File: src/rtl/pe_pkg.sv
package pe_pkg;
  localparam int WORD_W = 16;
  localparam int ADDR_W = 24;
  localparam int CNT_W  = 8;

  localparam logic [3:0]        OPC_ERASE = 4'h9;
  localparam logic [11:0]       CMD_LEN   = 12'd3;
  localparam logic [3:0]        ST_OK     = 4'h1;
  localparam logic [3:0]        ST_FAIL   = 4'h2;
  localparam logic [WORD_W-1:0] RSP_LEN   = 16'h0002;

  typedef struct packed {
    logic [3:0]        opcode;
    logic [11:0]       len;
    logic [CNT_W-1:0]  pages;
    logic [ADDR_W-1:0] addr;
  } erase_cmd_t;

  // Split three raw words into command fields
  function automatic erase_cmd_t unpack_cmd(input logic [WORD_W-1:0] w0,
                                            input logic [WORD_W-1:0] w1,
                                            input logic [WORD_W-1:0] w2);
    erase_cmd_t c;
    c.opcode = w0[15:12];
    c.len    = w0[11:0];
    c.pages  = w1[15:8];
    c.addr   = {w1[7:0], w2};
    return c;
  endfunction

  function automatic logic page_aligned(input logic [ADDR_W-1:0] a,
                                        input int unsigned lg);
    logic [ADDR_W-1:0] mask;
    mask = (ADDR_W'(1) << lg) - ADDR_W'(1);
    return (a & mask) == '0;
  endfunction

  function automatic logic [ADDR_W-1:0] next_page(input logic [ADDR_W-1:0] a,
                                                  input int unsigned lg);
    return a + (ADDR_W'(1) << lg);
  endfunction

  function automatic logic [WORD_W-1:0] status_word(input logic ok,
                                                    input logic [3:0] opc);
    return {ok ? ST_OK : ST_FAIL, opc, 8'h00};
  endfunction
endpackage

File: src/rtl/pe_cmd_collect.sv
module pe_cmd_collect
  import pe_pkg::*;
#(
  parameter int NWORDS = 3
) (
  input  logic                          clk,
  input  logic                          rst_n,
  input  logic [WORD_W-1:0]             in_data,
  input  logic                          in_valid,
  output logic                          in_ready,
  input  logic                          release_i,
  output logic [NWORDS-1:0][WORD_W-1:0] words_o,
  output logic                          full_o
);
  localparam int IW = (NWORDS > 1) ? $clog2(NWORDS) : 1;

  logic [IW-1:0] idx;
  logic          hold;
  logic          accept;
  logic          last_word;

  assign in_ready  = !hold;
  assign accept    = in_valid && in_ready;
  assign last_word = (idx == IW'(NWORDS - 1));

  for (genvar g = 0; g < NWORDS; g++) begin : g_word
    always_ff @(posedge clk or negedge rst_n) begin
      if (!rst_n)                          words_o[g] <= '0;
      else if (accept && idx == IW'(g))    words_o[g] <= in_data;
    end
  end

  always_ff @(posedge clk or negedge rst_n) begin
    if (!rst_n) begin
      idx    <= '0;
      hold   <= 1'b0;
      full_o <= 1'b0;
    end else begin
      full_o <= accept && last_word;
      if (accept) begin
        if (last_word) begin
          idx  <= '0;
          hold <= 1'b1;
        end else begin
          idx <= idx + IW'(1);
        end
      end else if (release_i) begin
        hold <= 1'b0;
      end
    end
  end
endmodule

File: src/rtl/pe_page_walker.sv
module pe_page_walker
  import pe_pkg::*;
#(
  parameter int PAGE_LOG2 = 10
) (
  input  logic              clk,
  input  logic              rst_n,
  input  logic              start,
  input  logic [ADDR_W-1:0] start_addr,
  input  logic [CNT_W-1:0]  start_pages,
  output logic              mem_req,
  output logic [ADDR_W-1:0] mem_addr,
  input  logic              mem_ack,
  output logic              page_ack_o,
  output logic              last_page_o,
  output logic              done_o
);
  logic              active;
  logic [ADDR_W-1:0] addr_q;
  logic [CNT_W-1:0]  left_q;

  assign mem_req     = active;
  assign mem_addr    = addr_q;
  assign page_ack_o  = active && mem_ack;
  assign last_page_o = (left_q == CNT_W'(1));
  assign done_o      = page_ack_o && last_page_o;

  always_ff @(posedge clk or negedge rst_n) begin
    if (!rst_n) begin
      active <= 1'b0;
      addr_q <= '0;
      left_q <= '0;
    end else if (start) begin
      active <= 1'b1;
      addr_q <= start_addr;
      left_q <= start_pages;
    end else if (page_ack_o) begin
      addr_q <= next_page(addr_q, PAGE_LOG2);
      left_q <= left_q - CNT_W'(1);
      if (last_page_o) active <= 1'b0;
    end
  end
endmodule

File: src/rtl/pe_rsp_framer.sv
module pe_rsp_framer
  import pe_pkg::*;
(
  input  logic              clk,
  input  logic              rst_n,
  input  logic              start,
  input  logic [WORD_W-1:0] status,
  output logic [WORD_W-1:0] out_data,
  output logic              out_valid,
  input  logic              out_ready,
  output logic              done_o
);
  logic [WORD_W-1:0] stat_q;
  logic              second;
  logic              fire;

  assign fire     = out_valid && out_ready;
  assign out_data = second ? RSP_LEN : stat_q;
  assign done_o   = fire && second;

  always_ff @(posedge clk or negedge rst_n) begin
    if (!rst_n) begin
      stat_q    <= '0;
      second    <= 1'b0;
      out_valid <= 1'b0;
    end else if (start) begin
      stat_q    <= status;
      second    <= 1'b0;
      out_valid <= 1'b1;
    end else if (fire) begin
      if (second) begin
        out_valid <= 1'b0;
        second    <= 1'b0;
      end else begin
        second <= 1'b1;
      end
    end
  end
endmodule

File: src/rtl/pgerase_seq.sv
module pgerase_seq
  import pe_pkg::*;
#(
  parameter int PAGE_LOG2 = 10
) (
  input  logic              clk,
  input  logic              rst_n,
  input  logic [WORD_W-1:0] cmd_data,
  input  logic              cmd_valid,
  output logic              cmd_ready,
  output logic              mem_req,
  output logic [ADDR_W-1:0] mem_addr,
  input  logic              mem_ack,
  output logic [WORD_W-1:0] rsp_data,
  output logic              rsp_valid,
  input  logic              rsp_ready
);
  localparam int NWORDS = 3;

  logic [NWORDS-1:0][WORD_W-1:0] words;
  erase_cmd_t                    cmd;
  logic                          cmd_full;
  logic                          frame_ok;
  logic                          args_ok;
  logic                          walk_go;
  logic                          reject;
  logic                          page_ack;
  logic                          last_page;
  logic                          walk_done;
  logic                          rsp_launch;
  logic                          rsp_done;
  logic [WORD_W-1:0]             launch_word;

  assign cmd      = unpack_cmd(words[0], words[1], words[2]);
  assign frame_ok = (cmd.opcode == OPC_ERASE) && (cmd.len == CMD_LEN);
  assign args_ok  = (cmd.pages != '0) && page_aligned(cmd.addr, PAGE_LOG2);
  assign walk_go  = cmd_full && frame_ok && args_ok;
  assign reject   = cmd_full && !(frame_ok && args_ok);

  assign rsp_launch  = reject || walk_done;
  assign launch_word = status_word(!reject, cmd.opcode);

  pe_cmd_collect #(.NWORDS(NWORDS)) i_collect (
    .clk      (clk),
    .rst_n    (rst_n),
    .in_data  (cmd_data),
    .in_valid (cmd_valid),
    .in_ready (cmd_ready),
    .release_i(rsp_done),
    .words_o  (words),
    .full_o   (cmd_full)
  );

  pe_page_walker #(.PAGE_LOG2(PAGE_LOG2)) i_walker (
    .clk        (clk),
    .rst_n      (rst_n),
    .start      (walk_go),
    .start_addr (cmd.addr),
    .start_pages(cmd.pages),
    .mem_req    (mem_req),
    .mem_addr   (mem_addr),
    .mem_ack    (mem_ack),
    .page_ack_o (page_ack),
    .last_page_o(last_page),
    .done_o     (walk_done)
  );

  pe_rsp_framer i_framer (
    .clk      (clk),
    .rst_n    (rst_n),
    .start    (rsp_launch),
    .status   (launch_word),
    .out_data (rsp_data),
    .out_valid(rsp_valid),
    .out_ready(rsp_ready),
    .done_o   (rsp_done)
  );
endmodule

File: config.mk
export PLATFORM = sky130hd
export DESIGN_NAME = pgerase_seq
export DESIGN_NICKNAME = d
export VERILOG_FILES = /design/src/rtl/pe_pkg.sv /design/src/rtl/pe_cmd_collect.sv /design/src/rtl/pe_page_walker.sv /design/src/rtl/pe_rsp_framer.sv /design/src/rtl/pgerase_seq.sv
export SDC_FILE = /design/constraint.sdc
export NUM_CORES = 1
export LEC_CHECK = 0
export ABC_AREA = 1
export BUFFER_PORTS_ARGS = -buffer_cell sky130_fd_sc_hd__buf_2
export CAP_MARGIN = 0
export CORE_MARGIN = 2
export CORE_UTILIZATION = 60
export DETAILED_ROUTE_END_ITERATION = 10
export PLACE_DENSITY = 0.93
export SYNTH_ARGS = -nofsm -noshare
export SYNTH_HDL_FRONTEND = slang
export SYNTH_SLANG_ARGS = --single-unit
File: constraint.sdc
create_clock -name clk -period 3 [get_ports clk]
set_clock_uncertainty 0.15 [all_clocks]
set_input_delay 0.45 -clock clk [delete_from_list [all_inputs] [get_ports clk]]
set_output_delay 0.45 -clock clk [all_outputs]
set_load 0.02 [all_outputs]
==> results of run 1 <==
how the worst max path moves through the flow:
stage	startpoint	end	slack (ps)	depth (start not counted)
6_report	i_collect.words_o[5]$_DFFE_PN0P_	i_walker.mem_addr[19]$_DFFE_PN0P_	970	8
5_1_grt	i_collect.hold$_DFFE_PN0P_	i_collect.words_o[12]$_DFFE_PN0P_	780	5
4_1_cts	i_collect.words_o[5]$_DFFE_PN0P_	i_walker.mem_addr[19]$_DFFE_PN0P_	970	8
3_5_place_dp	cmd_valid	i_collect.words_o[28]$_DFFE_PN0P_	920	5
3_3_place_gp	cmd_valid	i_collect.words_o[5]$_DFFE_PN0P_	1070	5
2_1_floorplan	i_walker.mem_addr[10]$_DFFE_PN0P_	i_walker.mem_addr[22]$_DFFE_PN0P_	1380	8
routing by layer:
metal,GRT usage (%),part of all wire (%),vias to the layer above
li1,-,-,1881
met1,33.5,44,1871
met2,39.6,49,118
met3,5.34,5.2,15
met4,7.84,1.5,0
met5,0,0,-
cells by family (layout without fill, tap and decap cells):
kind of cell / Yosys count / count (layout)
other cells: 1 / 9
flops: 93 / 93
xor+xnor: 14 / 14
buf+inv: 99 / 142
fa+ha+maj: 3 / 3
simple gates: 290 / 290
compound gates: 63 / 63
sequential cells by signal, indices dropped and copies added (netlist names):
name                count
i_framer.out_valid      1
i_collect.words_o      48
i_walker.left_q         8
i_collect.idx           2
i_framer.second         1
i_collect.hold          1
i_collect.full_o        1
i_walker.mem_req        1
i_walker.mem_addr      24
i_framer.stat_q         6
stage by stage:
step	power (mW)	instance area [µm²]
after global placement	3.66	4930
after global routing	4.94	5120
final	4.60	5120
after detailed placement	3.79	4930
after CTS	4.59	5120
after floorplan	3.33	4670
worst register-to-register path, cell delays in order, from the launching register on:
cell     delay [ps]
dfrtp_1         400
nor2_1          200
nand2_1          80
nor2_1          110
nand3_1          70
nor2_1          100
nand2_1         440
nand3_1         270
nand3_1         100
placed cells by master, fill, tap and decap left out, types with 3 or more instances in the layout:
cell type and n:
nand2_1 118, dfrtp_1 93, nand3_1 64, inv_1 56, buf_2 53, nor2_1 50, o21ai_0 47, nand4_1 25
nor2_2 17, xor2_1 10, inv_2 9, conb_1 9, clkbuf_8 9, o21ai_1 8, a21oi_1 6, buf_4 5
xnor2_1 4, nand2_2 3, nor2_4 3, ha_1 3
what timing repair did:
action	CTS	global route
hold buffers	1	0
setup endpoints to repair	0	0
endpoints found under the hold margin	93	0
power breakdown:
group | total, mW | switching (mW) | internal [mW] | leakage [nW]
clock | 0.794 | 0.481 | 0.313 | 0.0881
sequential | 2.15 | 0.407 | 1.75 | 1.19
combinational | 1.65 | 1.06 | 0.589 | 1.27
total | 4.60 | 1.95 | 2.65 | 2.54
Yosys cell counts, types with 2 or more instances:
cell / number / share of area (%)
a21oi_1: 6 / 0.65
buf_2: 4 / 0.43
buf_4: 14 / 2.3
buf_6: 2 / 0.48
clkbuf_1: 13 / 1.1
dfrtp_1: 93 / 50
ha_1: 3 / 0.81
inv_1: 56 / 4.5
inv_2: 9 / 0.73
nand2_1: 118 / 9.5
nand2_2: 3 / 0.40
nand3_1: 64 / 6.9
nand3b_1: 2 / 0.32
nand4_1: 25 / 3.4
nor2_1: 50 / 4.0
nor2_2: 17 / 2.3
nor2_4: 3 / 0.73
nor3_2: 2 / 0.43
o21ai_0: 47 / 5.1
o21ai_1: 8 / 0.86
xnor2_1: 4 / 0.75
xor2_1: 10 / 1.9
cell type report:
type / instances / area, µm²
flip-flops and latches: 93 / 2330
inverters: 66 / 248
fillers: 581 / 2490
repair buffers: 60 / 333
multi-input cells: 379 / 1900
clock buffers: 9 / 124
clock inverters: 7 / 57.6
well taps: 102 / 128
==> qor.csv, run 1 <==
metric,value,unit
"Top FF cell, synth",dfrtp_1,
Synth cell types,32,
"EDFF count, synth",0,
gr ovfl total,0,
aggregate negative setup slack,0,ps
Max Clk Rate,492,MHz
final worst slack,966,ps
DRC violations left,0,
RSZ-0062 raised after global routing,no,
Syn-to-layout area delta,10.2,%
Die ar.,8460,µm²
Setup crit start kind,flip-flop,
WL/cell,13.5,µm
pin count of the biggest net entering global routing,94,
vias in the first global route,3675,
Leakage,2.54,nW
Max Buffers Root-to-Sink,2,
DP HPWL,6.86,mm
"Worst Path Class, Setup",flip-flop to flip-flop,
Worst Hold Slack,142,ps
crit path max fanout,20,
Routability Congestion,0.880,
Post-Layout Cell Count,716,
count of placed standard cells including taps,699,
DRT Pass-1 Iters,7,
internal reg-to-reg setup slack,970,ps
drt via density,5.43,
Period minus WS final,2030,ps
mux contribution to synthesized area,0,%
P per Cell Area,898,nW/µm²
Reg2Reg Depth,8,
pre-CTS setup slack,925,ps
n_diodes,0,
"Seq/Total Area, Yosys",50.1,%
endpoint class of the critical path,flip-flop,
Post-CTS Setup Inserts,0,
Max Slew Vio Count,0,
Hold Fails Final Rpt,0,
Synth Area in XOR/XNOR,2.64,%
Crit path max-delay family,simple AND/OR/NAND/NOR gates,
Crit path buffers/inverters,0,
GRT Overall Usage,24.5,%
CP max stage delay,440,ps
Post-DRT Antenna Nets,0,
FF-to-FF End,i_walker.mem_addr[19]$_DFFE_PN0P_,
die extent in x,92.0,µm
Synth Instances,563,
worst slew pin tran,958,ps
final WL,9.68,mm
CTS Buf Count,9,
adder-cell share of the synthesized area,0.808,%
final core occ,67.3,%
critical path required time,3100,ps
routed vias,3885,
Post-Syn Area,4640,µm²
Core ar.,7610,µm²
Synth Area per Inst,8.25,µm²
initial core utilization,61.1,%
Simple-Gate Fraction of Synth Area,29.9,%
VDD IR-drop max,0.715,mV
Syn. warnings,0,
Layout Nets,633,
initial antenna violation count,0,
Row Count,32,
PostCTS Resize Cnt,0,
Max Cap Viol,0,
clock slew seen by the registers of the worst setup and hold paths,100,ps
CTS tree,done,
I/O Pins,64,
FF-to-FF Start,i_collect.words_o[5]$_DFFE_PN0P_,
largest family of logic cells by synthesized area,simple AND/OR/NAND/NOR gates,
Final Setup Violations,0,
hold path depth,3,
Hold Crit Endpoint,i_collect.words_o[39]$_DFFE_PN0P_,
Compound-Gate Fraction of Synth Area,6.90,%
worst path cell trace,"nor2_1, nand2_1, nor2_1, nand3_1, nor2_1, nand2_1, nand3_1, nand3_1",
CTS H-Tree Depth,3,
slowest CP cell,nand2_1,
post-synthesis register bit count,93,
Worst-Skew Late Latency,370,ps
global-route wire length before repair,16.6,mm
starting DRC count in detailed routing,353,
ratio of cells with drive above 1 in the final layout,18.6,%
port bufs,54,
Slew HR,35.9,%
Hold Crit Class,input pin to flip-flop,
min-delay src,cmd_data[7],
status,"finished, final reports clean",
die height,92.0,µm
Tcrit/Tclk final,67.8,%
Clock Root Buffer,clkbuf_8,
Synth async-reset ratio,100,%
critical path arrival,2140,ps
clk sinks,93,
Note: power is estimated with default switching activity, not from simulation.
==> run 2, diff against run 1 <==
CORE_UTILIZATION = 52   (was 60)
PLACE_DENSITY = 0.86   (was 0.93)
clock period = 1.7 ns   (was 3 ns; I/O delays follow)
==> qor.csv, run 2 (synthesis gave the netlist of run 1 again) <==
metric,value,unit
VDD IR-drop max,0.867,mV
Crit path buffers/inverters,3,
drt via density,5.37,
count of placed standard cells including taps,723,
starting DRC count in detailed routing,348,
CTS H-Tree Depth,3,
"most used cell, CP",nor2_4,
clock slew seen by the registers of the worst setup and hold paths,100,ps
Largest register FFs,48,
clk sinks,93,
critical path arrival,1850,ps
most frequent cells in the layout,"105 x nand2_1, 93 x dfrtp_1, 54 x inv_1",
Routability Congestion,0.844,
Worst-Skew Late Latency,350,ps
DRT Pass-1 Iters,5,
FF-to-FF Start,i_collect.words_o[10]$_DFFE_PN0P_,
endpoint class of the critical path,flip-flop,
worst path cell trace,"nor2_2, inv_2, nor2_4, nand2_2, nor2_4, nand4_4, buf_8, nand2_1, o21ai_0, inv_1",
I/O Pins,64,
crit path max fanout,7,
CTS Buf Count,9,
aggregate negative setup slack,-23.7,ps
FF-to-FF End,i_walker.mem_addr[10]$_DFFE_PN0P_,
final WL,10.7,mm
Clock Root Buffer,clkbuf_8,
DP HPWL,7.50,mm
Period minus WS final,1710,ps
Max Slew Vio Count,0,
CP max stage delay,410,ps
Syn-to-layout area delta,20.6,%
WL/cell,14.2,µm
Max Buffers Root-to-Sink,2,
global-route wire length before repair,17.5,mm
multi-input logic area,2070,µm²
worst setup path startpoint,i_collect.words_o[10]$_DFFE_PN0P_,
port bufs,54,
pin count of the biggest net entering global routing,34,
internal reg-to-reg setup slack,-10,ps
Post-Layout Cell Count,751,
Die ar.,9700,µm²
initial antenna violation count,0,
slowest CP cell,dfrtp_1,
Setup crit start kind,flip-flop,
Reg2Reg Depth,10,
Seq. cell area,2330,µm²
Post-DRT Antenna Nets,0,
P per Cell Area,1530,nW/µm²
RSZ-0062 raised after global routing,yes,
routed vias,4034,
CTS tree,done,
WP depth,10,
n_diodes,0,
"Worst Path Class, Setup",flip-flop to flip-flop,
failing checks,negative setup slack,
GRT Overall Usage,22.1,%
Leakage,2.79,nW
ratio of cells with drive above 1 in the final layout,25.8,%
Tot Pwr,8.56,mW
Worst Hold Slack,16.4,ps
Hold Fails Final Rpt,0,
Crit path max-delay family,simple AND/OR/NAND/NOR gates,
critical path required time,1840,ps
worst setup path end,i_walker.mem_addr[10]$_DFFE_PN0P_,
die extent in x,98.5,µm
DRC violations left,0,
"most common cell after layout, fill and taps aside",nand2_1,
Max Cap Viol,0,
gr ovfl total,0,
Hold Crit Class,input pin to flip-flop,
largest reg by FF count,i_collect.words_o,
Tcrit/Tclk final,101,%
Row Count,34,
Final Setup Violations,2,
die height,98.5,µm
Max Clk Rate,584,MHz
final worst slack,-11.8,ps
initial core utilization,53.5,%
vias in the first global route,3828,
fill count,708,
status,finished with violations,
Layout Nets,662,
Core ar.,8680,µm²
## run 2: cell count changes in the layout (fill, tap and decap cells not counted), moves of 5 or more
cell,delta
nand2_1,-13
nand2_2,+5
nand3_1,-13
dlygate4sd3_1,+7
nand3_2,+13
nand2_4,+8
buf_4,+15
## run 2: routing by layer
layer	vias to the layer above	share of wire, %	GRT usage (%)
met5	-	0	0
met4	0	2.2	8.96
met3	22	5.9	3.62
met2	143	50	35.4
met1	1930	42	30.2
li1	1939	-	-
## run 2: stage by stage
| step | area (µm²) | util, % | setup slack [ps] |
|---|---|---|---|
| after CTS | 5390 | 62.1 | 9.89 |
| after global placement | 5100 | 58.7 | 24.8 |
| after floorplan | 4670 | - | 84.0 |
| after detailed placement | 5100 | 58.7 | 0.638 |
| final | 5600 | 64.5 | -11.8 |
| after global routing | 5600 | 64.5 | -108 |
## run 2: power by group
| part | switching, mW | leakage (nW) | total [mW] | internal (mW) |
|---|---|---|---|---|
| Combinational | 2.04 | 1.50 | 3.29 | 1.25 |
| Clock | 0.765 | 0.0995 | 1.49 | 0.724 |
| Sequential | 0.701 | 1.19 | 3.78 | 3.08 |
| Total | 3.51 | 2.79 | 8.56 | 5.05 |
## run 2: worst min-delay path by stage
stage | from | endpoint | slack, ps | cells past startpoint
final | cmd_data[1] | i_collect.words_o[33]$_DFFE_PN0P_ | 20 | 3
after global routing | cmd_data[1] | i_collect.words_o[33]$_DFFE_PN0P_ | 20 | 3
after CTS | cmd_data[1] | i_collect.words_o[33]$_DFFE_PN0P_ | 10 | 3
after detailed placement | rst_n | i_framer.out_valid$_DFFE_PN0P_ | 40 | 1
after global placement | rst_n | i_framer.out_valid$_DFFE_PN0P_ | 30 | 1
after floorplan | rst_n | i_collect.full_o$_DFF_PN0_ | -190 | 0
## run 2: layout make-up
class                   count  share of cell area (%)
repair buffers             88                    11.0
multi-input cells         380                    37.0
inverters                  66                    4.42
clock buffers              11                    2.52
clock inverters             5                    1.07
well taps                 108                    2.41
flip-flops and latches     93                    41.6
## run 2: worst min-delay path, delay by kind of cell
family	cells	cell delay, ps
AOI/OAI and AO/OA	1	80
and+or+nand+nor	1	50
buffers and inverters	1	90
## run 2: what timing repair did
item,CTS,global route
pin swaps,1,7
resized for setup,3,42
setup buffers,0,2
hold endpoints to repair,74,0
gates cloned,0,2
hold buffers,8,0
setup endpoints to repair,4,36
==> run 3, diff against run 2 <==
==> constraint.sdc (replaced) <==
create_clock -name clk -period 1.7 [get_ports clk]
set_clock_uncertainty 0.15 [all_clocks]
set_input_delay 0.17 -clock clk [delete_from_list [all_inputs] [get_ports clk]]
set_output_delay 0.17 -clock clk [all_outputs]
set_load 0.02 [all_outputs]
==> qor.csv, run 3 (synthesis gave the netlist of run 1 again) <==
metric,value,unit
VDD IR-drop max,0.749,mV
Max Cap Viol,0,
Core ar.,8680,µm²
"Worst Path Class, Setup",flip-flop to flip-flop,
RSZ-0062 raised after global routing,yes,
n_diodes,0,
initial core utilization,53.5,%
most frequent cells in the layout,"109 x nand2_1, 93 x dfrtp_1, 54 x inv_1",
final WL,11.6,mm
initial antenna violation count,0,
"most common cell after layout, fill and taps aside",nand2_1,
port bufs,54,
DP HPWL,7.29,mm
P per Cell Area,1540,nW/µm²
Max Buffers Root-to-Sink,2,
Post-Layout Cell Count,762,
pre-CTS setup slack,-45.9,ps
critical path required time,1860,ps
CTS Buf Count,9,
gr ovfl total,0,
starting DRC count in detailed routing,401,
clk sinks,93,
drt via density,5.38,
vias in the first global route,3747,
Clock Root Buffer,clkbuf_8,
DRT Pass-1 Iters,5,
Max Slew Vio Count,0,
critical path arrival,1920,ps
Worst Hold Slack,23.1,ps
Hold Crit Class,input pin to flip-flop,
die height,98.5,µm
Leakage,2.90,nW
Layout Nets,673,
I/O Pins,64,
Tcrit/Tclk final,104,%
aggregate negative setup slack,-218,ps
global-route wire length before repair,17.3,mm
Die ar.,9700,µm²
CP max stage delay,400,ps
Crit path buffers/inverters,1,
Row Count,34,
Worst-Skew Late Latency,380,ps
WL/cell,15.2,µm
crit path max fanout,11,
CTS tree,done,
DRC violations left,0,
endpoint class of the critical path,flip-flop,
status,finished with violations,
Period minus WS final,1760,ps
Post-DRT Antenna Nets,0,
largest reg by FF count,i_collect.words_o,
pin count of the biggest net entering global routing,94,
fill count,626,
slowest CP cell,dfrtp_1,
Hold Fails Final Rpt,0,
GRT Overall Usage,22.0,%
Max Clk Rate,568,MHz
Slew HR,66.8,%
CTS H-Tree Depth,3,
routed vias,4099,
Routability Congestion,0.826,
die extent in x,98.5,µm
ratio of cells with drive above 1 in the final layout,28.3,%
Crit path max-delay family,simple AND/OR/NAND/NOR gates,
count of placed standard cells including taps,719,
Largest register FFs,48,
clock slew seen by the registers of the worst setup and hold paths,90,ps
Setup crit start kind,flip-flop,
failing checks,negative setup slack,
Final Setup Violations,9,
worst slew pin tran,497,ps
Syn-to-layout area delta,25.9,%
worst path cell trace,"nor2_2, nand2_1, nor2_1, nand3_1, nor2_4, buf_6, nand4_1, nand3_2",
final worst slack,-61.9,ps
## run 3: path summary, 6_finish.rpt
path / startpoint / cells after the start / slack [ps] / to
worst max-delay path: i_collect.words_o[7]$_DFFE_PN0P_ / 8 / -60 / i_walker.left_q[4]$_DFFE_PN0P_
worst min-delay path: rsp_ready / 4 / 20 / i_collect.hold$_DFFE_PN0P_
worst max register to register: i_collect.words_o[7]$_DFFE_PN0P_ / 8 / -60 / i_walker.left_q[4]$_DFFE_PN0P_
worst min register to register: i_walker.mem_addr[2]$_DFFE_PN0P_ / 2 / 360 / i_walker.mem_addr[2]$_DFFE_PN0P_
max in group asynchronous: rst_n / 3 / 770 / i_walker.left_q[6]$_DFFE_PN0P_
min in group asynchronous: rst_n / 3 / 240 / i_framer.out_valid$_DFFE_PN0P_
## run 3: power by group
group,switching [mW],internal (mW)
clock,0.768,0.905
sequential,0.788,3.08
combinational,2.13,1.32
total,3.69,5.31
## run 3: layer usage
metal | GRT usage, % | up-vias | share of wire (%)
met3 | 4.61 | 22 | 5.0
met4 | 7.59 | 0 | 2.3
met2 | 36.1 | 144 | 51
met1 | 29.3 | 1965 | 42
met5 | 0 | - | 0
li1 | - | 1968 | -
## run 3: cell type report
class	count	area [µm²]	area share, %
multi-input combinational	380	2160	37.0
clock inverter	4	70.1	1.20
inverter	66	248	4.24
timing repair buffer	99	751	12.8
clock buffer	12	155	2.65
tap	108	135	2.31
sequential	93	2330	39.8
## run 3: timing repair
item,in CTS,in global routing
pin swaps,0,13
hold endpoints to repair,138,0
setup endpoints to repair,10,39
hold buffers,18,0
cloned,0,5
buffers inserted,0,4
gates resized for setup,2,64
## run 3: tightest hold or removal path, delay by kind of cell
family	cells	cell delay [ps]
compound gates	1	90
buf+inv	1	100
simple gates	2	160
## run 3: per-stage QoR
step	power, mW	util, %	cell area [µm²]
detailed placement	6.84	58.4	5070
floorplan	5.88	-	4670
global route	9.63	67.4	5850
global placement	6.66	58.4	5070
CTS	8.57	63.1	5480
finish	8.99	67.4	5850
